## src/rtl/uart_rxq_pkg.sv

```systemverilog
package uart_rxq_pkg;
  localparam int WORD_W = 12;
  localparam int CHAR_W = 8;
  localparam logic [WORD_W-1:0] BRK_WORD = 12'h400;

  typedef logic [WORD_W-1:0] rxq_word_t;

  // Build the stored word from a character or a break event.
  function automatic rxq_word_t make_word(input logic brk, input logic [CHAR_W-1:0] ch);
    return brk ? BRK_WORD : {{(WORD_W-CHAR_W){1'b0}}, ch};
  endfunction

  // Ring position of base+offs within a ring of the given depth.
  function automatic int ring_add(input int base, input int offs, input int depth);
    int s;
    s = base + offs;
    if (s >= depth) s = s - depth;
    return s;
  endfunction

  // Occupancy after one edge.
  function automatic int occ_next(input int occ, input logic put, input logic take);
    return occ + (put ? 1 : 0) - (take ? 1 : 0);
  endfunction
endpackage

```

## src/rtl/uart_rxq_mem.sv

```systemverilog
module uart_rxq_mem
  import uart_rxq_pkg::*;
#(
  parameter int DEPTH = 16,
  localparam int AW = $clog2(DEPTH)
) (
  input  logic            clk,
  input  logic            rst_n,
  input  logic            we,
  input  logic [AW-1:0]   waddr,
  input  rxq_word_t       wdata,
  input  logic [AW-1:0]   raddr,
  output rxq_word_t       rdata
);
  rxq_word_t slot_q [DEPTH];

  for (genvar g = 0; g < DEPTH; g++) begin : g_slot
    always_ff @(posedge clk or negedge rst_n) begin
      if (!rst_n)                         slot_q[g] <= '0;
      else if (we && waddr == AW'(g))     slot_q[g] <= wdata;
    end
  end

  assign rdata = slot_q[raddr];
endmodule

```

## src/rtl/uart_rxq_ctl.sv

```systemverilog
module uart_rxq_ctl
  import uart_rxq_pkg::*;
#(
  parameter int DEPTH = 16,
  localparam int AW = $clog2(DEPTH),
  localparam int CW = $clog2(DEPTH + 1)
) (
  input  logic          clk,
  input  logic          rst_n,
  input  logic          fifo_en,
  input  logic          push_valid,
  input  logic          pop,
  output logic          accept,
  output logic          push_ok,
  output logic          pop_ok,
  output logic [AW-1:0] rd_ptr,
  output logic [AW-1:0] wr_slot,
  output logic [CW-1:0] cnt_q,
  output logic [CW-1:0] cnt_nxt,
  output logic          overrun
);
  logic [CW-1:0] limit;

  assign limit   = fifo_en ? CW'(DEPTH) : CW'(1);
  assign accept  = cnt_q < limit;
  assign push_ok = push_valid && accept;
  assign pop_ok  = pop && (cnt_q != '0);
  assign cnt_nxt = CW'(occ_next(int'(cnt_q), push_ok, pop_ok));
  assign wr_slot = AW'(ring_add(int'(rd_ptr), int'(cnt_q), DEPTH));

  always_ff @(posedge clk or negedge rst_n) begin
    if (!rst_n) begin
      cnt_q   <= '0;
      rd_ptr  <= '0;
      overrun <= 1'b0;
    end else begin
      cnt_q   <= cnt_nxt;
      overrun <= push_valid && !accept;
      if (pop_ok) rd_ptr <= AW'(ring_add(int'(rd_ptr), 1, DEPTH));
    end
  end

  AST_NO_OVERFLOW: assert property (@(posedge clk) disable iff (!rst_n)
    cnt_q <= CW'(DEPTH)) else $error("count above depth");
  AST_OVR_PULSE: assert property (@(posedge clk) disable iff (!rst_n)
    (push_valid && !accept) |=> overrun) else $error("refused push without overrun");
  AST_EMPTY_POP_HOLD: assert property (@(posedge clk) disable iff (!rst_n)
    (pop && cnt_q == '0) |=> $stable(rd_ptr)) else $error("pointer moved on empty pop");
  AST_SAME_EDGE: assert property (@(posedge clk) disable iff (!rst_n)
    (push_ok && pop_ok) |=> $stable(cnt_q)) else $error("count moved on push+pop");
endmodule

```

## src/rtl/uart_rxq_flags.sv

```systemverilog
module uart_rxq_flags #(
  parameter int DEPTH = 16,
  parameter int TRIG  = 1,
  localparam int CW = $clog2(DEPTH + 1)
) (
  input  logic          clk,
  input  logic          rst_n,
  input  logic          push_ok,
  input  logic          pop,
  input  logic [CW-1:0] cnt_nxt,
  input  logic          full_every_push,
  output logic          rx_empty,
  output logic          rx_full,
  output logic          rx_irq
);
  logic set_empty, set_full, set_irq, clr_irq;

  assign set_empty = pop && (cnt_nxt == '0);
  assign set_full  = push_ok && (full_every_push || cnt_nxt == CW'(DEPTH));
  assign set_irq   = push_ok && (cnt_nxt == CW'(TRIG));
  assign clr_irq   = pop && (cnt_nxt == CW'(TRIG - 1));

  always_ff @(posedge clk or negedge rst_n) begin
    if (!rst_n) begin
      rx_empty <= 1'b1;
      rx_full  <= 1'b0;
      rx_irq   <= 1'b0;
    end else begin
      if (push_ok)        rx_empty <= 1'b0;
      else if (set_empty) rx_empty <= 1'b1;
      if (set_full)       rx_full  <= 1'b1;
      else if (pop)       rx_full  <= 1'b0;
      if (set_irq)        rx_irq   <= 1'b1;
      else if (clr_irq)   rx_irq   <= 1'b0;
    end
  end

  AST_FULL_RISE: assert property (@(posedge clk) disable iff (!rst_n)
    $rose(rx_full) |-> $past(push_ok)) else $error("full rose without push");
  AST_IRQ_RISE: assert property (@(posedge clk) disable iff (!rst_n)
    $rose(rx_irq) |-> $past(push_ok)) else $error("irq rose without push");
endmodule

```

## src/rtl/uart_rxq.sv

```systemverilog
module uart_rxq
  import uart_rxq_pkg::*;
#(
  parameter int DEPTH = 16,
  parameter int TRIG  = 1
) (
  input  logic              clk,
  input  logic              rst_n,
  input  logic              fifo_en,
  input  logic              full_every_push,
  input  logic              push_valid,
  input  logic              push_brk,
  input  logic [CHAR_W-1:0] push_data,
  input  logic              pop,
  output logic [WORD_W-1:0] pop_data,
  output logic              accept,
  output logic              rx_empty,
  output logic              rx_full,
  output logic              rx_irq,
  output logic              overrun
);
  localparam int AW = $clog2(DEPTH);
  localparam int CW = $clog2(DEPTH + 1);

  logic          push_ok, pop_ok;
  logic [AW-1:0] rd_ptr, wr_slot;
  logic [CW-1:0] cnt_q, cnt_nxt;
  rxq_word_t     in_word;

  assign in_word = make_word(push_brk, push_data);

  uart_rxq_ctl #(.DEPTH(DEPTH)) ctl_i (
    .clk(clk), .rst_n(rst_n), .fifo_en(fifo_en), .push_valid(push_valid), .pop(pop),
    .accept(accept), .push_ok(push_ok), .pop_ok(pop_ok), .rd_ptr(rd_ptr),
    .wr_slot(wr_slot), .cnt_q(cnt_q), .cnt_nxt(cnt_nxt), .overrun(overrun)
  );

  uart_rxq_mem #(.DEPTH(DEPTH)) mem_i (
    .clk(clk), .rst_n(rst_n), .we(push_ok), .waddr(wr_slot), .wdata(in_word),
    .raddr(rd_ptr), .rdata(pop_data)
  );

  uart_rxq_flags #(.DEPTH(DEPTH), .TRIG(TRIG)) flags_i (
    .clk(clk), .rst_n(rst_n), .push_ok(push_ok), .pop(pop), .cnt_nxt(cnt_nxt),
    .full_every_push(full_every_push), .rx_empty(rx_empty), .rx_full(rx_full), .rx_irq(rx_irq)
  );

  AST_EMPTY_MATCH: assert property (@(posedge clk) disable iff (!rst_n)
    rx_empty == (cnt_q == '0)) else $error("empty flag disagrees with count");
  AST_IRQ_LEVEL: assert property (@(posedge clk) disable iff (!rst_n)
    rx_irq == (cnt_q >= CW'(TRIG))) else $error("irq disagrees with count");
  AST_POP_ONLY_WHEN_FILLED: assert property (@(posedge clk) disable iff (!rst_n)
    pop_ok |=> !$past(rx_empty)) else $error("pop taken from empty queue");
endmodule

```

## config.mk

```make
export PLATFORM = sky130hd
export DESIGN_NAME = uart_rxq
export DESIGN_NICKNAME = d
export VERILOG_FILES = /design/src/rtl/uart_rxq_pkg.sv /design/src/rtl/uart_rxq_mem.sv /design/src/rtl/uart_rxq_ctl.sv /design/src/rtl/uart_rxq_flags.sv /design/src/rtl/uart_rxq.sv
export SDC_FILE = /design/constraint.sdc
export NUM_CORES = 1
export LEC_CHECK = 0
export ABC_AREA = 1
export BUFFER_PORTS_ARGS = -buffer_cell sky130_fd_sc_hd__buf_2
export CORE_MARGIN = 3
export CORE_UTILIZATION = 57
export CTS_CLUSTER_DIAMETER = 30
export DETAILED_ROUTE_END_ITERATION = 8
export HOLD_SLACK_MARGIN = 0.1
export PLACE_DENSITY = 0.71
export SLEW_MARGIN = 20
export SYNTH_ARGS = -nofsm -noshare
export SYNTH_HDL_FRONTEND = slang
export SYNTH_SLANG_ARGS = --single-unit
```

## constraint.sdc

```tcl
create_clock -name clk -period 3.3 [get_ports clk]
set_input_delay 0.33 -clock clk [delete_from_list [all_inputs] [get_ports clk]]
set_output_delay 0.33 -clock clk [all_outputs]
set_load 0.05 [all_outputs]
```

==> impl_metrics.json <==
{
  "dp.final_hpwl_um": 14310,
  "cts_max_path_buffers": 2,
  "final_common_cell": "nand2_1",
  "wire_per_inst_um": 19.42,
  "firstDrtPassIters": 6,
  "ys_seq_area_share_pct": 45.97,
  "yosysUniqueCellTypes": 30,
  "synth_flop_cell": "dfrtp_1",
  "worstHoldPathCells": 3,
  "start_util_pct": 58.60,
  "path_clk_slew_ns": 0.06,
  "fin_tns_setup_ns": 0,
  "postCtsSetupRepairBufs": 0,
  "synth-async-reset-ratio_pct": 100.0,
  "startpoint_type": "register",
  "die_w_um": 128.5,
  "row_count": 44,
  "die_height_um": 128.5,
  "n_antenna_cell": 0,
  "final_cell_mix": "nand2_1, dfrtp_1, nand4_1",
  "synth_edf_count": 0,
  "synth_area_um2": 8549,
  "synth.ff_latch_count": 157,
  "grt_pass1_wl_um": 39250,
  "yosys_warnings": 0,
  "synth_top_area_share_pct": 45.66,
  "grt_usage_pct": 30.68,
  "drive_gt1_share_pct": 11.77,
  "end_kind": "output port",
  "cts_buffers": 17,
  "r2r_end": "flags_i.rx_full$_DFFE_PN0P_",
  "synthCells": 1071,
  "crit_chain": "buf_4 -> buf_4 -> o21ai_0 -> o21ai_0 -> o211ai_1 -> nand2_1 -> buf_2",
  "wirelength_um": 24530,
  "hold_path.class": "input port to register",
  "max_stage_delay_ns": 0.53,
  "crit_fanout": 52,
  "met2_length_um": 11080,
  "worst_pin_slew_ns": 0.9350,
  "maxCapViolCount": 0,
  "crit_type": "register to output port",
  "root_buffer": "clkbuf_16",
  "grt_max_degree": 163,
  "dr.max_layer_used": "met4",
  "synth_top_area_cell": "dfrtp_1",
  "die-area_um2": 16500,
  "cts_num_sinks": 157,
  "via_per_inst": 6.036,
  "fin_nets": 1096,
  "reg2reg_depth": 20,
  "required_ns": 2.97,
  "rrSetupSlack_ns": 0.35,
  "min_period_ns": 3.061,
  "place.port_buffers": 28,
  "finalCritPeriodShare_pct": 92.77,
  "cts_tree": "yes",
  "hold_violations": 0,
  "grt_pass1_vias": 6856,
  "gp_congestion": 0.8299,
  "core_area_um2": 14590,
  "gr-total-overflow": 0,
  "antenna_left": 0,
  "area_delta_synth_final_pct": 10.80,
  "antenna_found_initial": 0,
  "setup_viol": 0,
  "h-tree-depth": 4,
  "clock_latency_ns": 0.43,
  "routed-wl-met3_um": 2519,
  "rsz0062_at_grt": "no",
  "slew_viol_final": 0,
  "hp-start": "push_valid",
  "path_buf_inv": 3,
  "avgSynthCellArea_um2": 7.983,
  "fin_worst_skew_ns": 0.006847,
  "slew_headroom_pct": 37.67,
  "outcome": "finished clean",
  "synth_area_leaders": "dfrtp_1, nand2_1, nand4_1",
  "cp_top_family": "buffers and inverters",
  "ioPinCount": 32,
  "worst_path_max_delay_cell": "buf_4",
  "drc": 0,
  "timing.fmax_ghz": 0.3267,
  "wl_met1_um": 10550,
  "drt_iter0_drc": 857,
  "vias": 7623,
  "r2r-start": "ctl_i.cnt_q[1]$_DFF_PN0_",
  "cp.arrival_ns": 2.73,
  "min_to": "ctl_i.overrun$_DFF_PN0_"
}
stage by stage:
step	util, %	worst slack (ns)	cells	hold WS [ns]	area, um^2
after floorplan	-	0.2804	1073	0.03441	8557
after global placement	60.90	0.3921	1230	0.4473	8885
after global routing	64.93	0.02274	1263	0.1776	9473
after CTS	64.93	0.2488	1263	0.1576	9473
final	64.93	0.2386	1263	0.1637	9473
after detailed placement	60.90	0.2975	1230	0.4530	8885
synthesized netlist by cell type (2+ instances only):
| cell type | count |
|---|---|
| o21ai_0 | 81 |
| nand3_1 | 15 |
| buf_6 | 9 |
| clkbuf_1 | 48 |
| ha_1 | 13 |
| nand4_1 | 145 |
| xor2_1 | 4 |
| nand3_4 | 16 |
| nand2_1 | 328 |
| buf_2 | 22 |
| a21oi_1 | 2 |
| inv_1 | 33 |
| clkinv_1 | 2 |
| inv_2 | 3 |
| buf_4 | 9 |
| fa_1 | 2 |
| buf_1 | 2 |
| nor2_1 | 131 |
| xnor2_1 | 4 |
| o211ai_1 | 36 |
| dfrtp_1 | 156 |
| a21oi_2 | 2 |
how the worst max path moves through the flow:
stage,start,end,cells past startpoint
3_3_place_gp,fifo_en,flags_i.rx_full$_DFFE_PN0P_,20
4_1_cts,ctl_i.rd_ptr[1]$_DFFE_PN0P_,pop_data[1],7
3_5_place_dp,fifo_en,flags_i.rx_irq$_DFFE_PN0P_,19
5_1_grt,ctl_i.cnt_q[1]$_DFF_PN0_,flags_i.rx_full$_DFFE_PN0P_,20
6_report,ctl_i.rd_ptr[1]$_DFFE_PN0P_,pop_data[1],7
2_1_floorplan,ctl_i.cnt_q[4]$_DFF_PN0_,flags_i.rx_irq$_DFFE_PN0P_,18
timing repair:
action,in CTS,in global routing
hold endpoints to repair,94,0
hold buffers,1,0
gates resized for setup,0,0
cell families (layout without fill, tap and decap cells):
kind of cell | after synthesis | after routing | share of synthesized area [%]
AO/OA/AOI/OAI | 124 | 124 | 8.488
XOR/XNOR | 8 | 8 | 0.8195
adder cells (fa/ha/maj) | 15 | 15 | 2.371
buffers and inverters | 128 | 134 | 7.127
flip-flops | 157 | 157 | 45.97
other | 1 | 3 | 0.04386
AND/OR/NAND/NOR | 638 | 638 | 35.18
flip-flops by register name (all words and copies together) (netlist names):
signal and count:
mem_i.slot_q 144, ctl_i.rd_ptr 4, flags_i.rx_irq 1, flags_i.rx_empty 1, flags_i.rx_full 1, ctl_i.cnt_q 5
ctl_i.overrun 1
tightest hold or removal path, cell delays in order:
cell and delay, ns:
buf_2 0.07, inv_1 0.06, nor2_1 0.09
layout make-up:
type	count	area, um^2
Timing Repair Buffer	64	519.2
Inverter	38	142.6
Clock inverter	11	117.6
Clock buffer	21	460.4
Sequential cell	157	3933
Tap cell	184	230.2
Multi-Input combinational cell	788	4070
Fill cell	1218	5116
layer usage:
metal / up-vias / global-route usage, %
met5: - / 0
met2: 367 / 43.49
met3: 25 / 6.393
met4: 0 / 9.051
met1: 3611 / 47.53
li1: 3620 / -
Power is left out: the tool's default activity adds up to more than one toggle a clock period on the data nets, which glitch-free logic cannot reach.
